**config.mk**
```make
export PLATFORM = sky130hd
export DESIGN_NAME = sec_gate
export DESIGN_NICKNAME = d
export VERILOG_FILES = /design/src/rtl/sec_gate.sv
export SDC_FILE = /design/constraint.sdc
export NUM_CORES = 1
export LEC_CHECK = 0
export BUFFER_PORTS_ARGS = -buffer_cell sky130_fd_sc_hd__clkbuf_2
export CORE_AREA = 2 2 544 546
export CTS_CLUSTER_DIAMETER = 50
export DETAILED_ROUTE_END_ITERATION = 6
export DIE_AREA = 0 0 546 548
export PLACE_DENSITY = 0.33
export SLEW_MARGIN = 20
export SYNTH_ARGS = -nofsm -noshare
export SYNTH_HDL_FRONTEND = slang
export SYNTH_SLANG_ARGS = --single-unit
```
**constraint.sdc**
```tcl
create_clock -name clk -period 2.34 [get_ports clk]
set_clock_uncertainty 0.15 [all_clocks]
set_input_delay 0.117 -clock clk [delete_from_list [all_inputs] [get_ports clk]]
set_output_delay 0.117 -clock clk [all_outputs]
set_load 0.03 [all_outputs]
```
**src/rtl/sec_gate.sv**
```systemverilog
module sec_gate #(
  parameter int NPORTS = 16,
  parameter int AW = 32,
  parameter int DW = 64,
  parameter logic [NPORTS-1:0] SEC_BYPASS = '0,
  localparam int PW = (NPORTS > 1) ? $clog2(NPORTS) : 1
) (
  input  logic                 clk,
  input  logic                 rst_n,
  input  logic [NPORTS-1:0]    cfg_nonsec,
  input  logic [NPORTS-1:0]    cfg_user_ok,
  input  logic                 cfg_err_resp,
  input  logic                 irq_en,
  input  logic                 irq_clr,
  output logic                 irq,
  input  logic                 up_valid,
  output logic                 up_ready,
  input  logic [PW-1:0]        up_port,
  input  logic [AW-1:0]        up_addr,
  input  logic [DW-1:0]        up_wdata,
  input  logic [1:0]           up_size,
  input  logic                 up_write,
  input  logic                 up_secure,
  input  logic                 up_user,
  output logic                 up_rsp_valid,
  input  logic                 up_rsp_ready,
  output logic                 up_rsp_err,
  output logic [DW-1:0]        up_rdata,
  output logic [NPORTS-1:0]    dn_valid,
  input  logic [NPORTS-1:0]    dn_ready,
  output logic [AW-1:0]        dn_addr,
  output logic [DW-1:0]        dn_wdata,
  output logic [1:0]           dn_size,
  output logic                 dn_write,
  output logic                 dn_secure,
  output logic                 dn_user,
  input  logic [NPORTS-1:0]    dn_rsp_valid,
  output logic [NPORTS-1:0]    dn_rsp_ready,
  input  logic [NPORTS-1:0]    dn_rsp_err,
  input  logic [NPORTS*DW-1:0] dn_rdata
);

  typedef enum logic [1:0] {S_IDLE, S_FWD, S_WAIT, S_RESP} state_t;

  state_t          state;
  logic [PW-1:0]   port_q;
  logic            flag;
  logic            accept, world_bad, priv_bad, deny;
  logic [NPORTS-1:0] sel;

  assign up_ready  = (state == S_IDLE);
  assign accept    = up_valid & up_ready;
  assign world_bad = (up_secure == cfg_nonsec[up_port]) & ~SEC_BYPASS[up_port];
  assign priv_bad  = up_user & ~cfg_user_ok[up_port];
  assign deny      = world_bad | priv_bad;

  assign sel          = NPORTS'(1) << port_q;
  assign dn_valid     = (state == S_FWD)  ? sel : '0;
  assign dn_rsp_ready = (state == S_WAIT) ? sel : '0;
  assign up_rsp_valid = (state == S_RESP);
  assign irq          = flag & irq_en;

  always_ff @(posedge clk or negedge rst_n) begin
    if (!rst_n) begin
      state       <= S_IDLE;
      port_q      <= '0;
      dn_addr     <= '0;
      dn_wdata    <= '0;
      dn_size     <= '0;
      dn_write    <= 1'b0;
      dn_secure   <= 1'b0;
      dn_user     <= 1'b0;
      up_rsp_err  <= 1'b0;
      up_rdata    <= '0;
    end else begin
      case (state)
        S_IDLE: if (accept) begin
          port_q    <= up_port;
          dn_addr   <= up_addr;
          dn_wdata  <= up_wdata;
          dn_size   <= up_size;
          dn_write  <= up_write;
          dn_secure <= up_secure;
          dn_user   <= up_user;
          if (deny) begin
            up_rsp_err <= cfg_err_resp;
            up_rdata   <= '0;
            state      <= S_RESP;
          end else begin
            state <= S_FWD;
          end
        end
        S_FWD: if (dn_ready[port_q]) state <= S_WAIT;
        S_WAIT: if (dn_rsp_valid[port_q]) begin
          up_rsp_err <= dn_rsp_err[port_q];
          up_rdata   <= dn_rdata[port_q*DW +: DW];
          state      <= S_RESP;
        end
        S_RESP: if (up_rsp_ready) state <= S_IDLE;
        default: state <= S_IDLE;
      endcase
    end
  end

  always_ff @(posedge clk or negedge rst_n) begin
    if (!rst_n)              flag <= 1'b0;
    else if (irq_clr)        flag <= 1'b0;
    else if (accept && deny) flag <= 1'b1;
  end

endmodule

```
==> results by group <==
Clock network
  – Clock latency on the worst-skew pair: 0.57 ns
  – Clock slew at reported path FFs: 0.09 ns
  – CTS H-Tree Depth: 4
  – # clock sinks: 173
  – Clock Tree Buf Depth: 3
  – CTS buffer count: 21
  – Clock root cell: clkbuf_16
  – TritonCTS clock tree: yes

Worst setup path
  – Slowest cell delay on critical path: 0.62 ns
  – FF-to-FF path depth: 8
  – Worst setup SP type: flip-flop
  – R2r setup slk: -0.38 ns
  – Slowest-stage cell, CP: mux4_2
  – Crit Path Category: flip-flop to flip-flop
  – Worst-path fanout max: 13
  – Worst path arrival time: 2.97 ns
  – Worst Path Required: 2.59 ns
  – FF-to-FF Start: port_q[0]
  – CP Cell Sequence: buf_12, buf_12, clkbuf_16, buf_16, mux4_2, mux4_2, nand2_2, mux2i_1
  – Reg-to-reg critical path endpoint: up_rdata[17]
  – Setup crit end kind: flip-flop

Synth
  – Main combinational cell family by area after synthesis: multiplexers
  – Adder-Cell Fraction of Synth Area: 0.324%
  – Post-Synthesis Cells: 1039
  – Synth cell types: 34
  – Synth Register Bits: 173
  – Synth Net Count: 2259
  – Yosys warns: 0
  – Async set-reset flop share out of synthesis: 100%
  – Number of flops mapped to enable cells by yosys: 0
  – Mapped Area: 0.0154 sq mm
  – Post-Synth XOR/XNOR Area: 0%
  – Post-synthesis mux area share: 62.0%
  – Simple-gate share of the synthesized area: 3.66%
  – Synth Area in Compound Gates: 0.851%
  – Sequential fraction of the synthesis area: 28.0%
  – Avg Cell Area, Syn: 14.9 sq um
  – Most used DFF post-synth: dfrtp_1

Global routing
  – Vias in the first global route: 20.1k
  – Largest net degree at the start of global routing: 63
  – Met3 usage: 8.45%
  – First-pass GRT wire length: 250000 microns
  – Global Route met2 Usage: 22.2%
  – Global-route usage over all layers: 13.3%
  – GR peak layer: met2
  – Met1 Track Usage GR: 13.8%
  – Initial antenna violation count: 256
  – Grt total ovfl: 0

STA
  – Final setup margin: -0.381 ns
  – Fin. Hold Viols: 0
  – Max-slew violations: 0
  – RSZ-0062 raised after global routing: yes
  – Fmax: 0.367 GHz
  – Min Tclk post-route: 2.72 ns
  – Final setup viols: 85
  – Slew HR: 49.3%
  – Tightest Pin Transition: 0.761 ns
  – Fin crit share: 116%

Floorplanning
  – Die area: 0.299 sq mm
  – Initial Utilization: 5.27%
  – Die height: 548 microns
  – Core area: 0.293 sq mm
  – Rows: 199
  – # IOs: 1417
  – Die X: 546 microns

Placement
  – Cells after DPL: 6402
  – # port buffers: 1416
  – Post-Place Cell Area: 0.0284 sq mm
  – Post-DP HPWL: 186000 microns
  – Pre-CTS setup slack: -0.408 ns
  – Routability cong.: 0.967

Routing
  – Drc violations: 0
  – Routed Antenna Nets: 0
  – Initial DRT Pass Iterations: 5
  – DR iter-0 viols: 1160
  – Post-Route WL: 208000 microns
  – Vias per cell: 2.85
  – Vias after detailed routing: 19.1k
  – WL/cell: 31.1 microns

Power and ir drop
  – Clock share of power: 9.3%
  – Max VDD drop: 0.850 mV
  – Tot Pwr: 39.5 mW
  – Leak: 14.0 nW
  – Switching share of power: 48.2%
  – PD cells: 1220 mW/mm^2
  – Switching pwr: 19.0 mW
  – Internal power: 20.4 mW
  – Comb power frac: 77.7%
  – Sequential power share: 13.0%

Cells and area
  – Finished Layout Cells: 6694
  – Share of cells above drive strength 1: 80.6%
  – Synth-to-layout area growth: 109%
  – Fin area: 0.0323 sq mm
  – Fin nets: 3901

Run
  – Max_cap viols: 0

Outcome
  – Failing checks: negative setup slack
  – Status: finished with violations

Min path
  – Worst hold path type: input pin to async pin
per-layer routing:
| layer | wire length, microns | vias up |
|---|---|---|
| li1 | - | 7636 |
| met1 | 73200 | 9500 |
| met2 | 98100 | 1381 |
| met3 | 30100 | 401 |
| met4 | 5920 | 148 |
| met5 | 951 | - |
flip-flops by register name, indices dropped and copies added (netlist names):
| name | count |
|---|---|
| dn_user | 1 |
| dn_wdata | 64 |
| dn_addr | 32 |
| port_q | 4 |
| state | 2 |
| flag | 1 |
| dn_write | 1 |
| up_rdata | 64 |
| dn_secure | 1 |
| dn_size | 2 |
| up_rsp_err | 1 |
synthesized netlist by cell type (2+ instances only):
cell	number	share of area, %
a211o_1	2	0.11
a21oi_1	3	0.097
a31oi_1	2	0.081
buf_1	17	0.41
buf_2	31	1.0
buf_4	3	0.15
buf_6	8	0.58
clkbuf_1	52	1.3
dfrtp_1	173	28
ha_1	4	0.32
inv_1	69	1.7
mux2_2	109	8.0
mux2i_1	82	5.3
mux4_2	333	49
nand2_1	79	1.9
nand2b_1	4	0.16
nand3_1	3	0.097
nor2_1	38	0.92
nor2b_1	4	0.16
nor3_1	4	0.13
o21ai_0	3	0.097
o221ai_1	2	0.11
o22ai_1	2	0.081
or2_2	2	0.081
worst max-delay path, delay by kind of cell (launching register included):
kind / cells / cell delay, ns
multiplexers: 3 / 1.19
buffers and inverters: 4 / 0.61
flip-flops: 1 / 0.46
AND/OR/NAND/NOR: 1 / 0.08
power by group through the flow:
stage                     combinational [mW]  sequential [mW]  clock [mW]
after floorplan                         13.2             7.33           0
after global placement                  26.8             5.20           0
after CTS                               30.4             5.16        4.06
after global routing                    32.6             5.29        4.06
final                                   30.7             5.12        3.67
after detailed placement                26.8             5.24           0
stage by stage:
step	util [%]	hold WS, ns	setup TNS [ns]
floorplan	-	-0.329	0
global placement	9.70	-0.146	-20.42
detailed placement	9.70	-0.146	-20.59
CTS	10.8	0.00576	-26.13
global route	11.0	0.0694	-30.93
finish	11.0	0.0785	-22.06
logic make-up (layout without fill, tap and decap cells):
family,count (synthesis),count (layout)
compound gates,18,18
fa+ha+maj,4,4
buf+inv,180,1832
flops,173,173
mux,526,526
other cells,0,84
simple gates,138,138
cell type report:
class / instances / area (sq um)
fill: 33900 / 261000
timing repair buffer: 1730 / 11200
multi-input combinational: 686 / 10800
tap: 3919 / 4900
sequential: 173 / 4340
clock buffer: 23 / 543
inverter: 69 / 259
antenna: 84 / 210
clock inverter: 10 / 97.6
cell usage in the layout (no fill, tap or decap), types with 3 or more instances in the layout:
cell type / instances
a21oi_2: 3
buf_12: 45
buf_16: 13
buf_4: 100
buf_6: 36
buf_8: 34
clkbuf_16: 27
clkbuf_2: 1383
clkbuf_8: 3
clkinvlp_4: 5
dfrtp_1: 169
dfrtp_4: 4
diode_2: 84
dlygate4sd3_1: 109
inv_1: 67
mux2_2: 109
mux2i_1: 80
mux4_2: 333
nand2_1: 67
nand2_2: 4
nand2_4: 6
nor2_1: 5
nor2_2: 3
nor2_4: 30
nor2b_1: 3
nor3_1: 4
o21ai_0: 3
what timing repair did:
action,4_1_cts,5_1_grt
gates cloned,7,6
setup endpoints to repair,99,99
pin swaps,29,14
setup buffers,35,19
hold buffers,110,0
resized for setup,195,85
endpoints found under the hold margin,281,0
how the worst max path moves through the flow:
stage               depth (start not counted)           end  startpoint  slack [ns]
detailed placement                          7  up_rdata[10]   port_q[0]       -0.41
finish                                      8  up_rdata[17]   port_q[0]       -0.38
global placement                            6  up_rdata[42]   port_q[0]       -0.44
floorplan                                   7  up_rdata[11]   port_q[1]        0.01
CTS                                        10  up_rdata[27]   port_q[0]       -0.38
global route                               10  up_rdata[24]   port_q[0]       -0.45
Power figures use the tool's default switching activity.
